## config.mk

```make
export PLATFORM = sky130hd
export DESIGN_NAME = col_pin_mapper
export DESIGN_NICKNAME = d
export VERILOG_FILES = /design/src/rtl/colmap_pkg.sv /design/src/rtl/colmap_decode.sv /design/src/rtl/colmap_page.sv /design/src/rtl/colmap_pins.sv /design/src/rtl/col_pin_mapper.sv
export SDC_FILE = /design/constraint.sdc
export NUM_CORES = 1
export LEC_CHECK = 0
export ABC_AREA = 1
export BUFFER_PORTS_ARGS = -buffer_cell sky130_fd_sc_hd__buf_4
export CAP_MARGIN = 0
export CORE_AREA = 4 4 51 53
export DETAILED_ROUTE_END_ITERATION = 6
export DIE_AREA = 0 0 55 57
export PLACE_DENSITY = 0.8
export SYNTH_ARGS = -nofsm -noshare
export SYNTH_HDL_FRONTEND = slang
export SYNTH_SLANG_ARGS = --single-unit
```

## constraint.sdc

```tcl
create_clock -name clk -period 2.5 [get_ports clk]
set_input_delay 0.5 -clock clk [delete_from_list [all_inputs] [get_ports clk]]
set_output_delay 0.5 -clock clk [all_outputs]
set_load 0.02 [all_outputs]
```

## src/rtl/colmap_pkg.sv

```systemverilog
// Shared types and the column-field decode for the column pin mapper.
// Assumes a 4-bit encoded field; counts up to 17 fit in 5 bits.
package colmap_pkg;

    typedef logic [4:0] col_count_t;
    typedef logic [2:0] page_code_t;

    localparam page_code_t PAGE_OFF = 3'd7;

    // Translate the encoded column field into a column-bit count
    function automatic col_count_t decode_cols(input logic [3:0] raw);
        col_count_t cnt;
        if (raw >= 4'd7)
            cnt = {1'b0, raw};
        else if (raw == 4'd1)
            cnt = 5'd16;
        else if (raw == 4'd2)
            cnt = 5'd17;
        else
            cnt = 5'd0;
        return cnt;
    endfunction

endpackage

```

## src/rtl/colmap_decode.sv

```systemverilog
// Column-field decoder: turns the raw slot field into a column-bit count.
// Purely combinational; assumes the field is stable while in_valid is high.
module colmap_decode
    import colmap_pkg::*;
(
    input  logic [3:0] raw,
    output col_count_t count
);

    // Table lookup performed by the package function
    always_comb begin
        count = decode_cols(raw);
    end

endmodule

```

## src/rtl/colmap_page.sv

```systemverilog
// Page-size helper: converts a column count into a page code, saturating to
// the off code when the count lies outside [MIN_COLS, MAX_COLS].
// Assumes MAX_COLS - MIN_COLS stays below the off code.
module colmap_page
    import colmap_pkg::*;
#(
    parameter int MIN_COLS = 7,
    parameter int MAX_COLS = 12
) (
    input  col_count_t count,
    output page_code_t code,
    output logic       off
);

    localparam col_count_t LO = col_count_t'(MIN_COLS);
    localparam col_count_t HI = col_count_t'(MAX_COLS);

    logic [4:0] diff;

    // Offset from the smallest width, or the off code when out of range
    always_comb begin
        diff = count - LO;
        off  = (count < LO) || (count > HI);
        code = off ? PAGE_OFF : diff[2:0];
    end

endmodule

```

## src/rtl/colmap_pins.sv

```systemverilog
// Pin router: places physical address bits onto the column pins. Pins below
// AP_PIN carry consecutive address bits from bit SHIFT upward; AP_PIN carries
// autoprecharge once the count reaches past it; pins above it continue the
// address sequence one bit lower. Unused pins are driven to zero.
// Assumes PA_W is wide enough for the highest routed bit.
module colmap_pins
    import colmap_pkg::*;
#(
    parameter int PA_W   = 32,
    parameter int MA_W   = 13,
    parameter int AP_PIN = 10,
    parameter int SHIFT  = 3
) (
    input  logic [PA_W-1:0] pa,
    input  logic            ap,
    input  col_count_t      count,
    output logic [MA_W-1:0] ma
);

    for (genvar i = 0; i < MA_W; i++) begin : g_pin
        if (i < AP_PIN) begin : g_low
            localparam int SRC = i + SHIFT;
            if (SRC < PA_W) begin : g_src
                // Low pin: driven while the column count covers it
                always_comb ma[i] = (count > col_count_t'(i)) ? pa[SRC] : 1'b0;
            end else begin : g_nosrc
                assign ma[i] = 1'b0;
            end
        end else if (i == AP_PIN) begin : g_ap
            // Autoprecharge pin: only used when the column reaches beyond it
            always_comb ma[i] = (count > col_count_t'(AP_PIN)) ? ap : 1'b0;
        end else begin : g_high
            localparam int SRC = i + SHIFT - 1;
            if (SRC < PA_W) begin : g_src
                // High pin: skips the autoprecharge slot
                always_comb ma[i] = (count >= col_count_t'(i)) ? pa[SRC] : 1'b0;
            end else begin : g_nosrc
                assign ma[i] = 1'b0;
            end
        end
    end

endmodule

```

## src/rtl/col_pin_mapper.sv

```systemverilog
// Column address pin mapper, top level. Decodes the slot's column field,
// routes the access address onto the column pins, derives the page code and
// registers the result one cycle after in_valid. An absent slot returns an
// all-zero pattern. Synchronous active-low reset.
module col_pin_mapper
    import colmap_pkg::*;
#(
    parameter int PA_W     = 32,
    parameter int MA_W     = 13,
    parameter int AP_PIN   = 10,
    parameter int SHIFT    = 3,
    parameter int MIN_COLS = 7,
    parameter int MAX_COLS = 12
) (
    input  logic            clk,
    input  logic            rst_n,
    input  logic            in_valid,
    input  logic [3:0]      col_raw,
    input  logic            autopre,
    input  logic [PA_W-1:0] phys_addr,
    output logic            out_valid,
    output logic [MA_W-1:0] col_addr,
    output logic [2:0]      page_code,
    output logic            slot_off
);

    localparam int TOP_PIN = MA_W - 1;

    col_count_t      cnt;
    page_code_t      code_c;
    logic            off_c;
    logic [MA_W-1:0] ma_c;

    colmap_decode u_dec (.raw(col_raw), .count(cnt));

    colmap_page #(.MIN_COLS(MIN_COLS), .MAX_COLS(MAX_COLS)) u_page (
        .count(cnt), .code(code_c), .off(off_c)
    );

    colmap_pins #(.PA_W(PA_W), .MA_W(MA_W), .AP_PIN(AP_PIN), .SHIFT(SHIFT)) u_pins (
        .pa(phys_addr), .ap(autopre), .count(cnt), .ma(ma_c)
    );

    // Output register: load on strobe, zero the pattern for an absent slot
    always_ff @(posedge clk) begin
        if (!rst_n) begin
            out_valid <= 1'b0;
            col_addr  <= '0;
            page_code <= '0;
            slot_off  <= 1'b0;
        end else begin
            out_valid <= in_valid;
            if (in_valid) begin
                col_addr  <= off_c ? '0 : ma_c;
                page_code <= code_c;
                slot_off  <= off_c;
            end
        end
    end


    valid_lat_chk: assert property (@(posedge clk) disable iff (!rst_n)
        in_valid |=> out_valid);

    valid_idle_chk: assert property (@(posedge clk) disable iff (!rst_n)
        !in_valid |=> (!out_valid && $stable(col_addr) && $stable(page_code)));

    off_zero_chk: assert property (@(posedge clk) disable iff (!rst_n)
        slot_off |-> (col_addr == '0));

    off_code_chk: assert property (@(posedge clk) disable iff (!rst_n)
        slot_off == (page_code == PAGE_OFF));

    no_code6_chk: assert property (@(posedge clk) disable iff (!rst_n)
        page_code != 3'd6);

    narrow_top_chk: assert property (@(posedge clk) disable iff (!rst_n)
        (!slot_off && page_code <= 3'd3) |-> (col_addr[TOP_PIN:AP_PIN] == '0));

    ap_pin_chk: assert property (@(posedge clk) disable iff (!rst_n)
        (in_valid && cnt == col_count_t'(AP_PIN + 1)) |=> (col_addr[AP_PIN] == $past(autopre)));

    top_pin_chk: assert property (@(posedge clk) disable iff (!rst_n)
        (in_valid && cnt == col_count_t'(AP_PIN + 1)) |=> !col_addr[TOP_PIN]);

endmodule

```

==> results of run 1 <==
-- final timing paths --
path | endpoint | slack (ps) | from
hold reg to reg | col_addr[10] | 460 | col_addr[10]
setup / recovery | page_code[1] | 980 | col_raw[2]
setup reg to reg | col_addr[6] | 1670 | col_addr[6]
hold / removal | col_addr[10] | 460 | col_addr[10]
-- flip-flops by register name, summed over array words and instances (netlist names) --
| name | cells |
|---|---|
| col_addr | 13 |
| out_valid | 1 |
| page_code | 3 |
| slot_off | 1 |
-- power by group through the flow --
stage	registers (mW)	clock network [mW]	logic [mW]
after floorplan	0.335	0	0.0718
after global placement	0.316	0	0.152
after detailed placement	0.316	0	0.156
after CTS	0.310	0.184	0.157
after global routing	0.311	0.194	0.173
final	0.310	0.182	0.156
-- synthesized netlist by cell type --
| library cell | count | area [sq um] |
|---|---|---|
| nand2_1 | 35 | 131.4 |
| dfxtp_1 | 18 | 360.4 |
| nor2_1 | 12 | 45.04 |
| inv_1 | 11 | 41.29 |
| nand3_1 | 11 | 55.05 |
| a21oi_1 | 8 | 40.04 |
| inv_2 | 6 | 22.52 |
| o21ai_1 | 5 | 25.02 |
| nand4_1 | 4 | 25.02 |
| or2_2 | 4 | 25.02 |
| buf_2 | 3 | 15.01 |
| nor2_2 | 3 | 18.77 |
| o211ai_1 | 3 | 22.52 |
| o21ai_0 | 3 | 15.01 |
| a31oi_1 | 2 | 12.51 |
| nand2_2 | 2 | 12.51 |
| nand2_4 | 2 | 22.52 |
| nand3_2 | 2 | 20.02 |
| clkinv_1 | 1 | 3.750 |
| ha_1 | 1 | 12.51 |
-- worst max-delay path: stages --
cell	delay (ps)
buf_4	140
nor2_2	180
nand2_2	100
nand3_1	110
ha_1	230
or2_2	290
o21ai_1	130
inv_1	50
-- layout make-up --
class | instances | area share (%)
clock buffer | 4 | 2.880
inverter | 18 | 5.362
multi-input combinational | 97 | 38.33
sequential | 18 | 28.60
tap | 28 | 2.781
timing repair buffer | 37 | 22.05
-- cells by family after synthesis --
group | count (synthesis) | share of synthesized area, %
AOI/OAI and AO/OA | 21 | 12.43
adders and majority gates | 1 | 1.351
buffers and inverters | 21 | 8.918
DFF | 18 | 38.92
and+or+nand+nor | 75 | 38.38
-- through the flow --
step / std cells / setup WS (ps) / area (sq um) / power [mW]
finish: 202 / 982.0 / 1260 / 0.6483
global route: 202 / 902.1 / 1260 / 0.6786
floorplan: 136 / 759.4 / 925.9 / 0.4068
detailed placement: 198 / 661.4 / 1224 / 0.4722
CTS: 202 / 981.2 / 1260 / 0.6511
global placement: 198 / 689.2 / 1224 / 0.4683
-- per-layer routing --
| layer | vias up | routed length, um | track usage, % |
|---|---|---|---|
| li1 | 516 | - | - |
| met5 | - | 0 | 0 |
| met1 | 446 | 955 | 19.45 |
| met4 | 0 | 70 | 7.986 |
| met2 | 37 | 1037 | 23.48 |
| met3 | 9 | 196 | 3.394 |
==> flow_summary_export.csv, run 1 <==
group,metric,value,unit
pwr,netSwitchingPower,0.1917,mW
sta,slew_headroom,75.91,%
worst_setup_path,path_class,"primary input to flip-flop",
sta,skew,0,ps
sta,post-route-min-period,1518,ps
place,gp_congestion,0.8519,
clocking,insertion_delay,290,ps
logic_synthesis,ys_types,20,
finish,layout_common_cells,"37 x buf_4, 35 x nand2_1, 18 x dfxtp_1",
global_routing,grt_remaining_overflow,0,
worst_setup_path,arrival,1730,ps
pwr,p_per_area,514.5,mW/mm^2
pwr,clkPwrFrac,28.1,%
global_routing,antenna_found_initial,0,
clocking,clk_pin_slew,110,ps
clocking,htreeDepth,1,
clocking,postCtsHoldBufs,0,
sta,setup_violations,0,
clocking,post-cts-setup-buffers,0,
routing,drt_iter0_markers,13,
routing,antenna_left,0,
floorplan,fp.dieW,55,um
logic_synthesis,yosysWarnings,0,
clocking,cts_tree,"built",
finish,nets,216,
worst_setup_path,ff2ff_path_depth,3,
finish,seqCellArea,360.3,sq um
clocking,clk_path_buf_depth,2,
pwr,power_frac_comb,24.1,%
sta,period_share,60.72,%
clocking,cts_sinks,18,
worst_setup_path,crit_path_end_kind,"flip-flop",
finish,final_util,58.65,%
logic_synthesis,synth.net_count,177,
hold_path,min_path_cells,2,
finish,fill_cells,208,
sta,max_freq,0.6587,GHz
worst_setup_path,crit_path_start_kind,"primary input",
routing,post_drt_wl_per_cell,11.18,um
worst_setup_path,cp_max_fo,7,
logic_synthesis,syn_inst,136,
sta,finalSetupTns,0,ps
pwr,intPower,0.4566,mW
clocking,root_buffer,"clkbuf_4",
sta,drv_slew,0,
pwr,swShare,29.58,%
logic_synthesis,syn-mean-instance-area,6.808,sq um
floorplan,row_count,17,
global_routing,grt_usage,15.25,%
sta,rsz0062_at_grt,"false",
floorplan,die_h,57,um
logic_synthesis,synth_area,925.9,sq um
finish,drive_above_1_share,34.48,%
finish,diodes,0,
run_status,status,"finished clean",
floorplan,coreArea,0.002148,sq mm
sta,final_hold_viol_count,0,
worst_setup_path,worstPathRequired,2710,ps
finish,multi_input_area,483.0,sq um
floorplan,die_area,0.003135,sq mm
global_routing,grt_pass1_wl,3.643,mm
routing,drtPass1Iterations,4,
pwr,vdd_drop_max,330.6,uV
logic_synthesis,yosysSeqAreaShare,38.92,%
global_routing,grt_pass1_vias,907,
place,place.detailed.hpwl,1.742,mm
floorplan,start_util,43.10,%
clocking,cts-buffers-inserted,3,
routing,dr_total_vias,1008,
global_routing,grt_max_degree,20,
clocking,cts_resized,0,
flow_run,maxCapViolations,0,
routing,drc,0,
floorplan,ios,58,
finish,area_delta_synth_final,36.08,%
pwr,p_leak,0.6538,nW
pwr,p_seq_share,47.8,%
place,io_buffer_count,37,
hold_path,worst_hold_path_type,"flip-flop to flip-flop",
finish,final_common_cell,"buf_4",
routing,totalWireLength,2.259,mm
logic_synthesis,ys_ff_latch,18,
routing,via_per_inst,4.990,
sta,tightest_slew,360.0,ps
sta,holdWs,459.7,ps
Power figures use the tool's default switching activity.
==> run 2: changes to the inputs <==
ABC_AREA = 0   (was 1)
CORE_AREA = 4 4 52 54   (was 4 4 51 53)
DIE_AREA = 0 0 56 58   (was 0 0 55 57)
PLACE_DENSITY = 0.75   (was 0.8)
clock period = 1.5 ns   (was 2.5 ns; I/O delays follow)
==> flow_summary_export.csv, run 2 <==
group,metric,value,unit
worst_setup_path,crit_path_start_kind,"primary input",
routing,dr_total_vias,869,
logic_synthesis,synth_top_area_cell,"dfxtp_1",
routing,drtPass1Iterations,4,
floorplan,start_util,39.99,%
sta,max_freq,0.7112,GHz
worst_setup_path,path_class,"primary input to flip-flop",
finish,area_delta_synth_final,43.28,%
logic_synthesis,synth_area,884.6,sq um
sta,skew,0,ps
routing,drc,0,
place,placed_area,0.001231,sq mm
flow_run,maxCapViolations,0,
worst_setup_path,crit_buf_inv,1,
sta,rsz0062_at_grt,"false",
finish,final_util,57.30,%
clocking,cts_sinks,18,
routing,drt_iter0_markers,24,
hold_path,worst_hold_path_type,"primary input to flip-flop",
logic_synthesis,synth.net_count,136,
pwr,p_leak,0.5540,nW
floorplan,fp.dieW,56,um
worst_setup_path,arrival,1650,ps
sta,holdWs,210.0,ps
floorplan,row_count,17,
pwr,vdd_drop_max,619.5,uV
global_routing,antenna_found_initial,0,
clocking,clk_path_buf_depth,2,
routing,post_drt_wl_per_cell,13.37,um
worst_setup_path,cpLargestDelayFamily,"simple AND/OR/NAND/NOR gates",
sta,final_hold_viol_count,0,
logic_synthesis,ys_types,36,
global_routing,grt_remaining_overflow,0,
finish,post-route-cell-area,0.001267,sq mm
logic_synthesis,synth_area_leaders,"dfxtp_1 41%, nand3b_1 5.9%, o21ai_0 5.1%",
place,place.detailed.hpwl,1.749,mm
floorplan,ios,58,
logic_synthesis,syn_inst,95,
clocking,postCtsHoldBufs,0,
finish,layout_common_cells,"47 x buf_4, 18 x dfxtp_1, 9 x o21ai_0",
logic_synthesis,ys_async_sr_fraction,0,%
finish,largest_register_ffs,13,
place,io_buffer_count,37,
clocking,root_buffer,"clkbuf_4",
logic_synthesis,yosysWarnings,0,
worst_setup_path,crit_path_end_kind,"flip-flop",
logic_synthesis,yosysMostFrequentCell,"dfxtp_1",
global_routing,grt_pass1_wl,3.615,mm
sta,setup_violations,0,
global_routing,grt_pass1_vias,830,
clocking,post-cts-setup-buffers,0,
logic_synthesis,ys_top_cells_by_count,"18 x dfxtp_1, 9 x o21ai_0, 7 x nand3b_1",
logic_synthesis,synth_edf_count,0,
place,gp_congestion,0.7839,
pwr,p_per_area,817.9,mW/mm^2
logic_synthesis,yosysSeqAreaShare,40.74,%
global_routing,grt_usage,13.77,%
global_routing,grt_max_degree,20,
sta,drv_slew,0,
run_status,status,"finished clean",
worst_setup_path,path_cells,"buf_4, or4b_1, o21ai_2, ha_1, a211oi_2, o22ai_1, a32o_1",
clocking,cts_resized,0,
worst_setup_path,worstPathRequired,1740,ps
floorplan,die_h,58,um
logic_synthesis,ys.flop_type,"dfxtp_1",
sta,tightest_slew,539.9,ps
sta,period_share,93.73,%
logic_synthesis,syn-mean-instance-area,9.312,sq um
clocking,clk_pin_slew,100,ps
routing,via_per_inst,5.235,
finish,diodes,0,
worst_setup_path,crit_slowest_cell,"or4b_1",
routing,antenna_left,0,
clocking,cts-buffers-inserted,3,
finish,final_common_cell,"buf_4",
clocking,cts_tree,"built",
sta,slew_headroom,63.93,%
finish,largestRegisters,"col_addr: 13 flops, page_code: 3 flops",
clocking,htreeDepth,1,
finish,largest_register,"col_addr",
finish,nets,180,
routing,totalWireLength,2.220,mm
logic_synthesis,ys_ff_latch,18,
worst_setup_path,cpPeakStageDelay,530,ps
clocking,insertion_delay,290,ps
floorplan,coreArea,0.002212,sq mm
finish,fill_cells,206,
sta,post-route-min-period,1406,ps
logic_synthesis,yosysTopAreaCellShare,40.74,%
floorplan,die_area,0.003248,sq mm
finish,drive_above_1_share,42.03,%
worst_setup_path,cp_max_fo,3,
[run 2: changes by cell type in the layout (fill, tap and decap cells not counted), sizes merged, moves of 4 or more]
| cell | change |
|---|---|
| buf | +10 |
| nand3 | -7 |
| a32o | +4 |
| nand3b | +7 |
| a21oi | -4 |
| a22o | +4 |
| nor2 | -15 |
| nand2 | -36 |
| inv | -12 |
[run 2: logic make-up (layout without fill, tap and decap cells)]
kind of cell,count (synthesis),after routing,synth area share [%]
compound gates,32,32,27.44
fa+ha+maj,1,1,1.414
xor+xnor,1,1,0.9903
buf+inv,13,56,7.213
flops,18,18,40.74
simple gates,30,30,22.21
[run 2: final timing paths]
kind | start | to | slack, ps | cells after the start
max | col_raw[2] | col_addr[11] | 90 | 7
min | phys_addr[4] | col_addr[1] | 210 | 2
max reg2reg | page_code[1] | page_code[1] | 780 | 2
min reg2reg | col_addr[11] | col_addr[11] | 480 | 1
[run 2: through the flow]
step                setup TNS [ps]  worst slack [ps]  cells  power, mW
global route                     0             29.32    166      1.080
CTS                              0             92.96    166      1.044
finish                           0             93.99    166      1.037
floorplan                        0             8.952     95     0.6412
global placement            -375.7            -191.5    162     0.7426
detailed placement          -415.4            -212.0    162     0.7524
[run 2: metal layers]
metal | track usage (%) | share of wire [%] | vias to the layer above
met2 | 23.04 | 52 | 23
met3 | 3.118 | 4.5 | 4
met5 | 0 | 0 | -
met1 | 16.96 | 42 | 405
met4 | 6.102 | 1.2 | 0
li1 | - | - | 437
[run 2: power breakdown]
group          switching (mW)  internal [mW]
logic                   0.118          0.115
clock network           0.147          0.148
registers              0.0103          0.499
total                   0.275          0.761
[run 2: area by class of cell]
| cell class | count | area, sq um | share of cell area [%] |
|---|---|---|---|
| Clock buffer | 4 | 36.28 | 2.863 |
| Inverter | 5 | 18.77 | 1.481 |
| Multi-Input combinational cell | 64 | 464.2 | 36.62 |
| Sequential cell | 18 | 360.3 | 28.43 |
| Tap cell | 28 | 35.03 | 2.764 |
| Timing Repair Buffer | 47 | 352.8 | 27.84 |
==> run 3: changes to the inputs <==
RECOVER_POWER = 25   (was unset)
==> flow_summary_export.csv, run 3 (synthesis gave the netlist of run 2 again) <==
group,metric,value,unit
pwr,netSwitchingPower,0.2768,mW
clocking,cts_resized,0,
sta,skew,0,ps
run_status,status,"finished clean",
finish,diodes,0,
finish,drive_above_1_share,36.96,%
sta,fin_ws,93.93,ps
finish,nets,180,
worst_setup_path,crit_path_start_kind,"primary input",
clocking,postCtsHoldBufs,0,
sta,setup_violations,0,
routing,post_drt_wl_per_cell,13.32,um
sta,period_share,93.74,%
sta,tightest_slew,660.6,ps
pwr,p_leak,0.5246,nW
pwr,p_seq_share,49.3,%
global_routing,grt_pass1_wl,3.615,mm
floorplan,die_h,58,um
pwr,clkPwrFrac,28.8,%
pwr,p_per_area,831.1,mW/mm^2
routing,via_per_inst,5.211,
sta,holdWs,209.9,ps
pwr,finalPower,1.032,mW
pwr,intPower,0.7548,mW
finish,seqCellArea,360.3,sq um
finish,area_delta_synth_final,40.31,%
clocking,cts_sinks,18,
global_routing,grt_max_degree,20,
pwr,swShare,26.83,%
place,io_buffer_count,37,
routing,drc,0,
worst_setup_path,crit_slowest_cell,"or4b_1",
sta,max_freq,0.7112,GHz
floorplan,ios,58,
floorplan,die_area,0.003248,sq mm
finish,layout_common_cells,"40 x buf_4, 18 x dfxtp_1, 9 x o21ai_0",
finish,stdcell_count,166,
place,pre_cts_ws,-212.0,ps
routing,dr_total_vias,865,
global_routing,grt_pass1_vias,830,
finish,post-route-cell-area,0.001241,sq mm
floorplan,row_count,17,
clocking,root_buffer,"clkbuf_4",
finish,largest_register_ffs,13,
hold_path,min_path_cells,2,
hold_path,hold_end,"col_addr[1]",
place,dp_cells,162,
global_routing,antenna_found_initial,0,
finish,largestRegisters,"col_addr: 13 flops, page_code: 3 flops",
clocking,insertion_delay,290,ps
flow_run,maxCapViolations,0,
place,place.detailed.hpwl,1.749,mm
pwr,vdd_drop_max,622.4,uV
worst_setup_path,r2r-end,"page_code[1]",
floorplan,coreArea,0.002212,sq mm
finish,multi_input_area,464.2,sq um
routing,drtPass1Iterations,4,
floorplan,fp.dieW,56,um
worst_setup_path,r2r-start,"page_code[1]",
floorplan,start_util,39.99,%
place,gp_congestion,0.7839,
worst_setup_path,cpPeakStageDelay,530,ps
worst_setup_path,crit_path_end_kind,"flip-flop",
worst_setup_path,worstPathRequired,1740,ps
global_routing,grt_usage,13.77,%
hold_path,min-delay-start,"phys_addr[4]",
clocking,cts_tree,"built",
worst_setup_path,rrSetupSlack,750,ps
sta,final_hold_viol_count,0,
sta,drv_slew,0,
worst_setup_path,ff2ff_path_depth,2,
worst_setup_path,path_cells,"buf_4, or4b_1, o21ai_2, ha_1, a211oi_2, o22ai_1, a32o_1",
worst_setup_path,path_class,"primary input to flip-flop",
routing,totalWireLength,2.211,mm
clocking,clk_path_buf_depth,2,
finish,final_common_cell,"buf_4",
clocking,post-cts-setup-buffers,0,
sta,slew_headroom,55.96,%
sta,post-route-min-period,1406,ps
sta,rsz0062_at_grt,"false",
global_routing,grt_remaining_overflow,0,
worst_setup_path,cp_max_fo,3,
sta,finalSetupTns,0,ps
finish,largest_register,"col_addr",
clocking,cts-buffers-inserted,3,
pwr,power_frac_comb,21.9,%
worst_setup_path,setup.worst_path.start,"col_raw[2]",
place,placed_area,0.001231,sq mm
clocking,htreeDepth,1,
clocking,clk_pin_slew,100,ps
worst_setup_path,arrival,1650,ps
finish,final_util,56.11,%
routing,drt_iter0_markers,22,
finish,fill_cells,211,
hold_path,worst_hold_path_type,"primary input to flip-flop",
routing,antenna_left,0,
==> run 3: cell count changes in the layout (fill, tap and decap cells not counted), sizes merged <==
cell    delta
buf        -7
clkbuf     +7
==> run 3: worst max path at each step <==
stage	cells past startpoint	to	slack, ps
2_1_floorplan	6	col_addr[11]	9
3_3_place_gp	7	col_addr[11]	-190
3_5_place_dp	7	col_addr[11]	-210
4_1_cts	7	col_addr[11]	90
5_1_grt	4	col_addr[12]	20
6_report	7	col_addr[11]	90
==> run 3: power by group through the flow <==
stage / logic, mW / registers, mW / clock network [mW]
2_1_floorplan: 0.0967 / 0.544 / 0
4_1_cts: 0.233 / 0.509 / 0.302
6_report: 0.226 / 0.509 / 0.297
5_1_grt: 0.245 / 0.512 / 0.317
3_3_place_gp: 0.224 / 0.519 / 0
3_5_place_dp: 0.232 / 0.520 / 0
==> run 3: cell type report <==
cell class | count | share of cell area (%)
flip-flops and latches | 18 | 29.03
inverters | 5 | 1.512
multi-input cells | 64 | 37.40
well taps | 28 | 2.823
clock buffers | 4 | 2.923
repair buffers | 47 | 26.31
==> run 3: worst max-delay path, delay by kind of cell <==
| kind | cells | cell delay, ps |
|---|---|---|
| adder cells (fa/ha/maj) | 1 | 230 |
| buffers and inverters | 1 | 110 |
| AO/OA/AOI/OAI | 4 | 480 |
| AND/OR/NAND/NOR | 1 | 530 |
==> run 3: metal layers <==
metal / track usage, % / wire [um]
met5: 0 / 0
met4: 6.102 / 26
met3: 3.118 / 104
met2: 23.04 / 1158
met1: 16.96 / 922
